===== config.mk =====
export PLATFORM = sky130hd
export DESIGN_NAME = addr_seg_decoder
export DESIGN_NICKNAME = d
export VERILOG_FILES = /design/src/rtl/addr_seg_pkg.sv /design/src/rtl/seg_priv_resolve.sv /design/src/rtl/seg_window_decode.sv /design/src/rtl/seg_direct_map.sv /design/src/rtl/addr_seg_decoder.sv
export SDC_FILE = /design/constraint.sdc
export NUM_CORES = 1
export LEC_CHECK = 0
export ABC_AREA = 1
export CAP_MARGIN = 20
export CELL_PAD_IN_SITES_DETAIL_PLACEMENT = 1
export CELL_PAD_IN_SITES_GLOBAL_PLACEMENT = 1
export CORE_UTILIZATION = 10
export DETAILED_ROUTE_END_ITERATION = 8
export PLACE_DENSITY_LB_ADDON = 0.3
export SYNTH_ARGS = -nofsm -noshare
export SYNTH_HDL_FRONTEND = slang
export SYNTH_SLANG_ARGS = --single-unit

===== constraint.sdc =====
create_clock -name vclk -period 0.85
set_input_delay 0.17 -clock vclk [all_inputs]
set_output_delay 0.17 -clock vclk [all_outputs]
set_load 0.02 [all_outputs]

===== src/rtl/addr_seg_pkg.sv =====
package addr_seg_pkg;
    typedef enum logic [1:0] {
        PRIV_KERNEL = 2'd0,
        PRIV_SUPER  = 2'd1,
        PRIV_USER   = 2'd2
    } priv_e;

    typedef enum logic [1:0] {
        CLS_MAPPED          = 2'd0,
        CLS_DIRECT_CACHED   = 2'd1,
        CLS_DIRECT_UNCACHED = 2'd2,
        CLS_FAULT           = 2'd3
    } seg_cls_e;

    localparam int SEG_TOP_BITS = 3;
endpackage


===== src/rtl/seg_priv_resolve.sv =====
module seg_priv_resolve
    import addr_seg_pkg::*;
(
    input  logic [1:0] mode_field,
    input  logic       exl,
    input  logic       erl,
    output priv_e      priv
);
    always_comb begin
        if (exl || erl) begin
            priv = PRIV_KERNEL;
        end else begin
            unique case (mode_field)
                2'd1:    priv = PRIV_SUPER;
                2'd2:    priv = PRIV_USER;
                default: priv = PRIV_KERNEL;
            endcase
        end
    end
endmodule


===== src/rtl/seg_window_decode.sv =====
module seg_window_decode
    import addr_seg_pkg::*;
(
    input  logic [SEG_TOP_BITS-1:0] top_bits,
    input  priv_e                   priv,
    output seg_cls_e                cls
);
    always_comb begin
        cls = CLS_MAPPED;
        unique case (priv)
            PRIV_KERNEL: begin
                if (top_bits == 3'b100)      cls = CLS_DIRECT_CACHED;
                else if (top_bits == 3'b101) cls = CLS_DIRECT_UNCACHED;
                else                         cls = CLS_MAPPED;
            end
            PRIV_SUPER: begin
                if (top_bits == 3'b000 || top_bits == 3'b110) cls = CLS_MAPPED;
                else                                          cls = CLS_FAULT;
            end
            PRIV_USER: begin
                if (top_bits[SEG_TOP_BITS-1]) cls = CLS_FAULT;
                else                          cls = CLS_MAPPED;
            end
            default: cls = CLS_MAPPED;
        endcase
    end
endmodule


===== src/rtl/seg_direct_map.sv =====
module seg_direct_map
    import addr_seg_pkg::*;
#(
    parameter int ADDR_W = 32,
    localparam int OFF_W = ADDR_W - SEG_TOP_BITS
) (
    input  logic [OFF_W-1:0]  offset,
    input  logic              enable,
    output logic [ADDR_W-1:0] paddr
);
    always_comb begin
        paddr = enable ? {{SEG_TOP_BITS{1'b0}}, offset} : '0;
    end
endmodule


===== src/rtl/addr_seg_decoder.sv =====
module addr_seg_decoder
    import addr_seg_pkg::*;
#(
    parameter int ADDR_W = 32
) (
    input  logic              req_valid,
    input  logic [ADDR_W-1:0] vaddr,
    input  logic [1:0]        priv_mode,
    input  logic              exl,
    input  logic              erl,
    input  logic              is_store,
    output logic [ADDR_W-1:0] paddr,
    output logic              direct,
    output logic              uncached,
    output logic              mapped,
    output logic              addr_err,
    output logic              err_store
);
    localparam int OFF_W = ADDR_W - SEG_TOP_BITS;

    priv_e    priv;
    seg_cls_e cls;

    seg_priv_resolve u_priv (
        .mode_field (priv_mode),
        .exl        (exl),
        .erl        (erl),
        .priv       (priv)
    );

    seg_window_decode u_window (
        .top_bits (vaddr[ADDR_W-1 -: SEG_TOP_BITS]),
        .priv     (priv),
        .cls      (cls)
    );

    seg_direct_map #(.ADDR_W(ADDR_W)) u_dmap (
        .offset (vaddr[OFF_W-1:0]),
        .enable (direct),
        .paddr  (paddr)
    );

    always_comb begin
        direct    = 1'b0;
        uncached  = 1'b0;
        mapped    = 1'b0;
        addr_err  = 1'b0;
        if (req_valid) begin
            unique case (cls)
                CLS_DIRECT_CACHED:   direct = 1'b1;
                CLS_DIRECT_UNCACHED: begin
                    direct   = 1'b1;
                    uncached = 1'b1;
                end
                CLS_FAULT:           addr_err = 1'b1;
                default:             mapped = 1'b1;
            endcase
        end
        err_store = addr_err & is_store;
    end

    always_comb begin

        one_class_chk: assert ($countones({direct, mapped, addr_err}) == (req_valid ? 1 : 0))
            else $error("outcome flags not exclusive");

        err_tag_chk: assert (addr_err || !err_store)
            else $error("store tag without fault");

        uncached_scope_chk: assert (direct || (!uncached && paddr == '0))
            else $error("direct-only outputs active");

        paddr_range_chk: assert (!direct || paddr[ADDR_W-1 -: SEG_TOP_BITS] == '0)
            else $error("direct address outside window");

        user_fault_chk: assert (!(req_valid && priv_mode == 2'd2 && !exl && !erl && vaddr[ADDR_W-1]) || addr_err)
            else $error("user access to upper half not faulted");

        status_kernel_chk: assert (!(req_valid && (exl || erl) && vaddr[ADDR_W-1 -: 2] == 2'b10) || direct)
            else $error("status override did not select kernel");
    end
endmodule


==> metrics.txt, run 1 <==
# TYPE chip_impl_metric gauge
chip_impl_metric{name="final.min_clock_period",unit="ns"} 1.29
chip_impl_metric{name="final.period_utilization",unit="%"} 152
chip_impl_metric{name="path_max_fanout",unit=""} 8
chip_impl_metric{name="drt_drc_violations_left",unit=""} 0
chip_impl_metric{name="post_layout_nonfiller_instances",unit=""} 218
chip_impl_metric{name="drive_above_1_share",unit="%"} 60.6
chip_impl_metric{name="grt_antenna_before_repair",unit=""} 0
chip_impl_info{name="worst_path_dominant_cell_family",value="simple AND/OR/NAND/NOR gates"} 1
chip_impl_info{name="worst_setup_path_end_kind",value="output pin"} 1
chip_impl_metric{name="grt_first_pass_wirelength",unit="mm"} 3.36
chip_impl_metric{name="post_synthesis_instance_area",unit="sq um"} 399
chip_impl_metric{name="layout.clock_buffers",unit=""} 0
chip_impl_metric{name="design.portCount",unit=""} 75
chip_impl_metric{name="synth_sequential_area_ratio",unit="%"} 0
chip_impl_metric{name="multi_input_comb_area",unit="sq um"} 504
chip_impl_metric{name="post_synth_num_cell_types",unit=""} 10
chip_impl_info{name="layout.cells.most_common",value="buf_6"} 1
chip_impl_metric{name="row_count",unit=""} 22
chip_impl_info{name="startpoint_type",value="input port"} 1
chip_impl_metric{name="postCtsHoldBufs",unit=""} 0
chip_impl_metric{name="vias_per_cell",unit=""} 3.67
chip_impl_metric{name="area.sequential",unit="sq um"} 0
chip_impl_metric{name="nFillCells",unit=""} 434
chip_impl_info{name="crit_chain",value="buf_6, nor2_4, inv_2, nor2_4, nor2_4, nand2_4, buf_16, nor2_4, buf_6"} 1
chip_impl_metric{name="syn_to_final_growth",unit="%"} 305
chip_impl_metric{name="syn_area_per_cell",unit="sq um"} 4.29
chip_impl_metric{name="grt_remaining_overflow",unit=""} 0
chip_impl_metric{name="cp_slowest_stage_delay",unit="ns"} 0.18
chip_impl_info{name="crit_top_cell",value="nor2_4"} 1
chip_impl_metric{name="post-synth-top-area-fraction",unit="%"} 36.7
chip_impl_metric{name="post-place-ws",unit="ns"} -1.38
chip_impl_metric{name="coreArea",unit="sq mm"} 0.00374
chip_impl_metric{name="finalHoldViolCount",unit=""} 0
chip_impl_metric{name="design_power_total",unit="uW"} 641
chip_impl_metric{name="grt_start_max_net_pins",unit=""} 9
chip_impl_metric{name="cp_num_buf_inv",unit=""} 4
chip_impl_metric{name="post-dp-hpwl",unit="mm"} 1.81
chip_impl_metric{name="cap_viol_max_count",unit=""} 0
chip_impl_metric{name="timing.critical_path.arrival",unit="ns"} 1.12
chip_impl_info{name="post_synthesis_cell_type_with_the_largest_combined_area",value="inv_1"} 1
chip_impl_metric{name="design.final.nets",unit=""} 210
chip_impl_metric{name="cp_data_required_time",unit="ns"} 0.68
chip_impl_metric{name="power_per_cell_area",unit="mW/mm^2"} 397
chip_impl_metric{name="synthesis.instances",unit=""} 93
chip_impl_metric{name="drtIter0Drc",unit=""} 0
chip_impl_metric{name="finalSetupViolCount",unit=""} 34
chip_impl_metric{name="fp.dieW",unit="microns"} 65.2
chip_impl_metric{name="first_global_vias",unit=""} 783
chip_impl_info{name="failed_checks",value="negative setup slack"} 1
chip_impl_info{name="cpMaxStageDelayCell",value="buf_16"} 1
chip_impl_metric{name="final_core_utilization",unit="%"} 43.1
chip_impl_metric{name="seq_cell_count",unit=""} 0
chip_impl_metric{name="drtPass1Iterations",unit=""} 1
chip_impl_metric{name="timing.hold.ws",unit="ns"} 0.860
chip_impl_metric{name="die_footprint",unit="sq mm"} 0.00425
chip_impl_metric{name="start_util",unit="%"} 10.7
chip_impl_info{name="timing.setup.critical_path_class",value="in2out"} 1
chip_impl_info{name="layout_common_cells",value="buf_6 (37), nor2_4 (35), inv_1 (30), clkdlybuf4s50_1 (30), inv_2 (7)"} 1
chip_impl_metric{name="gp_congestion",unit=""} 0.624
chip_impl_metric{name="routed_wirelength",unit="mm"} 2.28
chip_impl_info{name="holdCritPathClass",value="in2out"} 1
chip_impl_metric{name="track_usage",unit="%"} 9.74
chip_impl_metric{name="irDropWorstVdd",unit="mV"} 0.125
chip_impl_info{name="synth.area.top_cells",value="inv_1 (37%), nor2_1 (30%), buf_6 (8.5%)"} 1
chip_impl_metric{name="port-buffer-count",unit=""} 72
chip_impl_metric{name="fp.dieH",unit="microns"} 65.2
chip_impl_metric{name="ant_nets",unit=""} 0
chip_impl_metric{name="num_vias",unit=""} 801
chip_impl_metric{name="max_slew_vio_count",unit=""} 0
chip_impl_metric{name="antenna_cells",unit=""} 0
chip_impl_metric{name="standby_leakage_power",unit="uW"} 0.000795
chip_impl_info{name="unrepaired_setup_endpoints_after_global_routing",value="yes"} 1
chip_impl_info{name="run_status",value="complete, but fails checks"} 1
chip_impl_metric{name="dpl.cell_count",unit=""} 213
chip_impl_metric{name="yosysWarningCount",unit=""} 0
chip_impl_metric{name="peak_freq",unit="MHz"} 776
chip_impl_metric{name="drt-wirelength-per-cell",unit="microns"} 10.4
chip_impl_metric{name="least_setup_slack_across_all_paths_after_layout",unit="ns"} -0.439
==> cell type report <==
| cell class | instances | area share (%) |
|---|---|---|
| Inverter | 39 | 9.68 |
| Multi-Input combinational cell | 50 | 31.2 |
| Tap cell | 48 | 3.72 |
| Timing Repair Buffer | 81 | 55.4 |
==> through the flow <==
| step | cell area, sq um | setup TNS [ns] |
|---|---|---|
| 2_1_floorplan | 623 | -5.85 |
| 3_3_place_gp | 1400 | -43.89 |
| 3_5_place_dp | 1400 | -45.17 |
| 4_1_cts | 1560 | -15.00 |
| 5_1_grt | 1620 | -15.96 |
| 6_report | 1620 | -14.38 |
==> repair_timing <==
item                                    4_1_cts  5_1_grt
gates cloned                                  2        0
resized for setup                           256       12
endpoints found under the setup margin       34       34
pin swaps                                    18       14
setup buffers                                 1        3
==> worst min-delay path: cells and delay by family <==
family / cells / cell delay (ns)
buffers and inverters: 2 / 0.21
AND/OR/NAND/NOR: 5 / 0.32
==> cell families (layout without fill, tap and decap cells) <==
| group | Yosys count | after routing | share of synthesized area (%) |
|---|---|---|---|
| buf+inv | 45 | 120 | 50.8 |
| other cells | 1 | 3 | 0.940 |
| simple gates | 47 | 47 | 48.3 |
==> where the power goes <==
group,switching [uW],leakage (uW),internal [uW]
Combinational,301,0.000795,340
Sequential,0,0,0
Clock,0,0,0
Total,301,0.000795,340
==> worst paths after layout <==
kind | cells past startpoint | endpoint | slack (ns) | start
setup / recovery | 9 | paddr[20] | -0.44 | exl
hold / removal | 7 | mapped | 0.86 | vaddr[30]
==> Yosys cell counts <==
master    n
buf_6     3
nand2_1   7
nor2_2    3
buf_4     3
nor2_1   32
nand4_1   1
nand2_2   1
nand3_1   3
inv_1    39
conb_1    1
==> per-layer routing <==
layer	up-vias	wire [microns]	track usage, %
li1	392	-	-
met1	364	764	10.1
met2	45	1320	20.9
met4	0	0	0
met5	-	0	0
met3	0	194	1.56
No activity file was read; power rests on OpenSTA's default activity.
==> run 2, diff against run 1 <==
clock period = 1.3 ns   (was 0.85 ns; I/O delays follow)
==> metrics.txt, run 2 (synthesized netlist as in run 1, its figures left out) <==
# TYPE chip_impl_metric gauge
chip_impl_metric{name="design_power_total",unit="uW"} 419
chip_impl_metric{name="area.sequential",unit="sq um"} 0
chip_impl_metric{name="track_usage",unit="%"} 11.0
chip_impl_metric{name="post-dp-hpwl",unit="mm"} 1.80
chip_impl_metric{name="finalSetupViolCount",unit=""} 33
chip_impl_metric{name="path_max_fanout",unit=""} 8
chip_impl_metric{name="routed_wirelength",unit="mm"} 2.39
chip_impl_metric{name="drive_above_1_share",unit="%"} 60.5
chip_impl_metric{name="fp.dieH",unit="microns"} 65.2
chip_impl_info{name="unrepaired_setup_endpoints_after_global_routing",value="yes"} 1
chip_impl_metric{name="die_footprint",unit="sq mm"} 0.00425
chip_impl_metric{name="standby_leakage_power",unit="uW"} 0.000783
chip_impl_metric{name="port-buffer-count",unit=""} 72
chip_impl_metric{name="num_vias",unit=""} 803
chip_impl_info{name="failed_checks",value="negative setup slack"} 1
chip_impl_metric{name="ant_nets",unit=""} 0
chip_impl_metric{name="power_per_cell_area",unit="mW/mm^2"} 262
chip_impl_metric{name="vias_per_cell",unit=""} 3.65
chip_impl_metric{name="seq_cell_count",unit=""} 0
chip_impl_info{name="layout.cells.most_common",value="buf_6"} 1
chip_impl_metric{name="antenna_cells",unit=""} 0
chip_impl_metric{name="drt_drc_violations_left",unit=""} 0
chip_impl_metric{name="grt_first_pass_wirelength",unit="mm"} 3.78
chip_impl_info{name="holdCritPathClass",value="in2out"} 1
chip_impl_metric{name="postCtsHoldBufs",unit=""} 0
chip_impl_metric{name="final.min_clock_period",unit="ns"} 1.48
chip_impl_metric{name="drtIter0Drc",unit=""} 7
chip_impl_metric{name="cp_data_required_time",unit="ns"} 1.04
chip_impl_metric{name="row_count",unit=""} 22
chip_impl_metric{name="fp.dieW",unit="microns"} 65.2
chip_impl_info{name="timing.setup.critical_path_class",value="in2out"} 1
chip_impl_metric{name="irDropWorstVdd",unit="mV"} 0.0830
chip_impl_metric{name="post-place-ws",unit="ns"} -1.03
chip_impl_metric{name="gp_congestion",unit=""} 0.618
chip_impl_metric{name="max_slew_vio_count",unit=""} 0
chip_impl_metric{name="drt-wirelength-per-cell",unit="microns"} 10.9
chip_impl_metric{name="design.portCount",unit=""} 75
chip_impl_info{name="startpoint_type",value="input port"} 1
chip_impl_metric{name="grt_antenna_before_repair",unit=""} 0
chip_impl_info{name="worst_setup_path_end_kind",value="output pin"} 1
chip_impl_metric{name="timing.hold.ws",unit="ns"} 1.00
chip_impl_metric{name="cap_viol_max_count",unit=""} 0
chip_impl_metric{name="timing.critical_path.arrival",unit="ns"} 1.22
chip_impl_info{name="run_status",value="complete, but fails checks"} 1
chip_impl_metric{name="finalHoldViolCount",unit=""} 0
chip_impl_metric{name="first_global_vias",unit=""} 866
chip_impl_metric{name="least_setup_slack_across_all_paths_after_layout",unit="ns"} -0.176
chip_impl_info{name="layout_common_cells",value="buf_6 (39), nor2_4 (34), inv_1 (31), clkdlybuf4s50_1 (30)"} 1
chip_impl_metric{name="grt_start_max_net_pins",unit=""} 9
chip_impl_metric{name="coreArea",unit="sq mm"} 0.00374
chip_impl_metric{name="start_util",unit="%"} 10.7
chip_impl_metric{name="design.final.nets",unit=""} 212
chip_impl_metric{name="layout.clock_buffers",unit=""} 0
chip_impl_metric{name="drtPass1Iterations",unit=""} 2
chip_impl_metric{name="final.period_utilization",unit="%"} 114
chip_impl_metric{name="peak_freq",unit="MHz"} 678
chip_impl_metric{name="nFillCells",unit=""} 454
chip_impl_metric{name="grt_remaining_overflow",unit=""} 0
chip_impl_metric{name="syn_to_final_growth",unit="%"} 301
==> run 2: changes by cell type in the layout (fill, tap and decap cells not counted), sizes merged <==
cell / change
buf: +2
==> run 2: worst paths after layout <==
| check | startpoint | to | slack [ns] | cells after the start |
|---|---|---|---|---|
| worst min-delay path | vaddr[30] | mapped | 1.00 | 7 |
| worst max-delay path | erl | paddr[17] | -0.18 | 9 |
==> run 2: cell type report <==
cell class         instances  area [sq um]  share of cell area [%]
well taps                 48          60.1                    3.75
multi-input cells         50           497                    31.0
inverters                 39           149                    9.30
repair buffers            83           895                    55.9
==> run 2: power by group <==
part / leakage [uW] / switching [uW] / internal [uW] / total, uW
clock network: 0 / 0 / 0 / 0
logic: 0.000783 / 196 / 223 / 419
registers: 0 / 0 / 0 / 0
==> run 2: critical path, cell delays in order <==
cell and delay [ns]:
buf_6 0.09, nor2_4 0.14, inv_2 0.06, nor2_4 0.12
nor2_4 0.05, nand2_4 0.14, buf_12 0.18, nor2_4 0.04
buf_6 0.12
==> run 2: metrics by stage <==
| step | area (sq um) | TNS [ns] | cells | util [%] |
|---|---|---|---|---|
| floorplan | 407 | -0.456 | 95 | - |
| global placement | 1190 | -31.84 | 215 | 31.8 |
| detailed placement | 1190 | -33.78 | 215 | 31.8 |
| CTS | 1560 | -5.67 | 220 | 41.6 |
| global route | 1600 | -7.02 | 220 | 42.7 |
| finish | 1600 | -5.02 | 220 | 42.7 |
==> run 2: timing repair <==
| item | CTS | global route |
|---|---|---|
| cloned | 2 | 0 |
| resized for setup | 316 | 12 |
| endpoints found under the setup margin | 34 | 34 |
| pin swaps | 10 | 12 |
| setup buffers | 3 | 1 |
==> run 2: per-layer routing <==
metal	share of wire [%]	global-route usage, %	up-vias
met1	32	11.4	370
li1	-	-	394
met3	9.4	1.91	0
met2	59	23.6	39
met5	0	0	-
met4	0	0	0
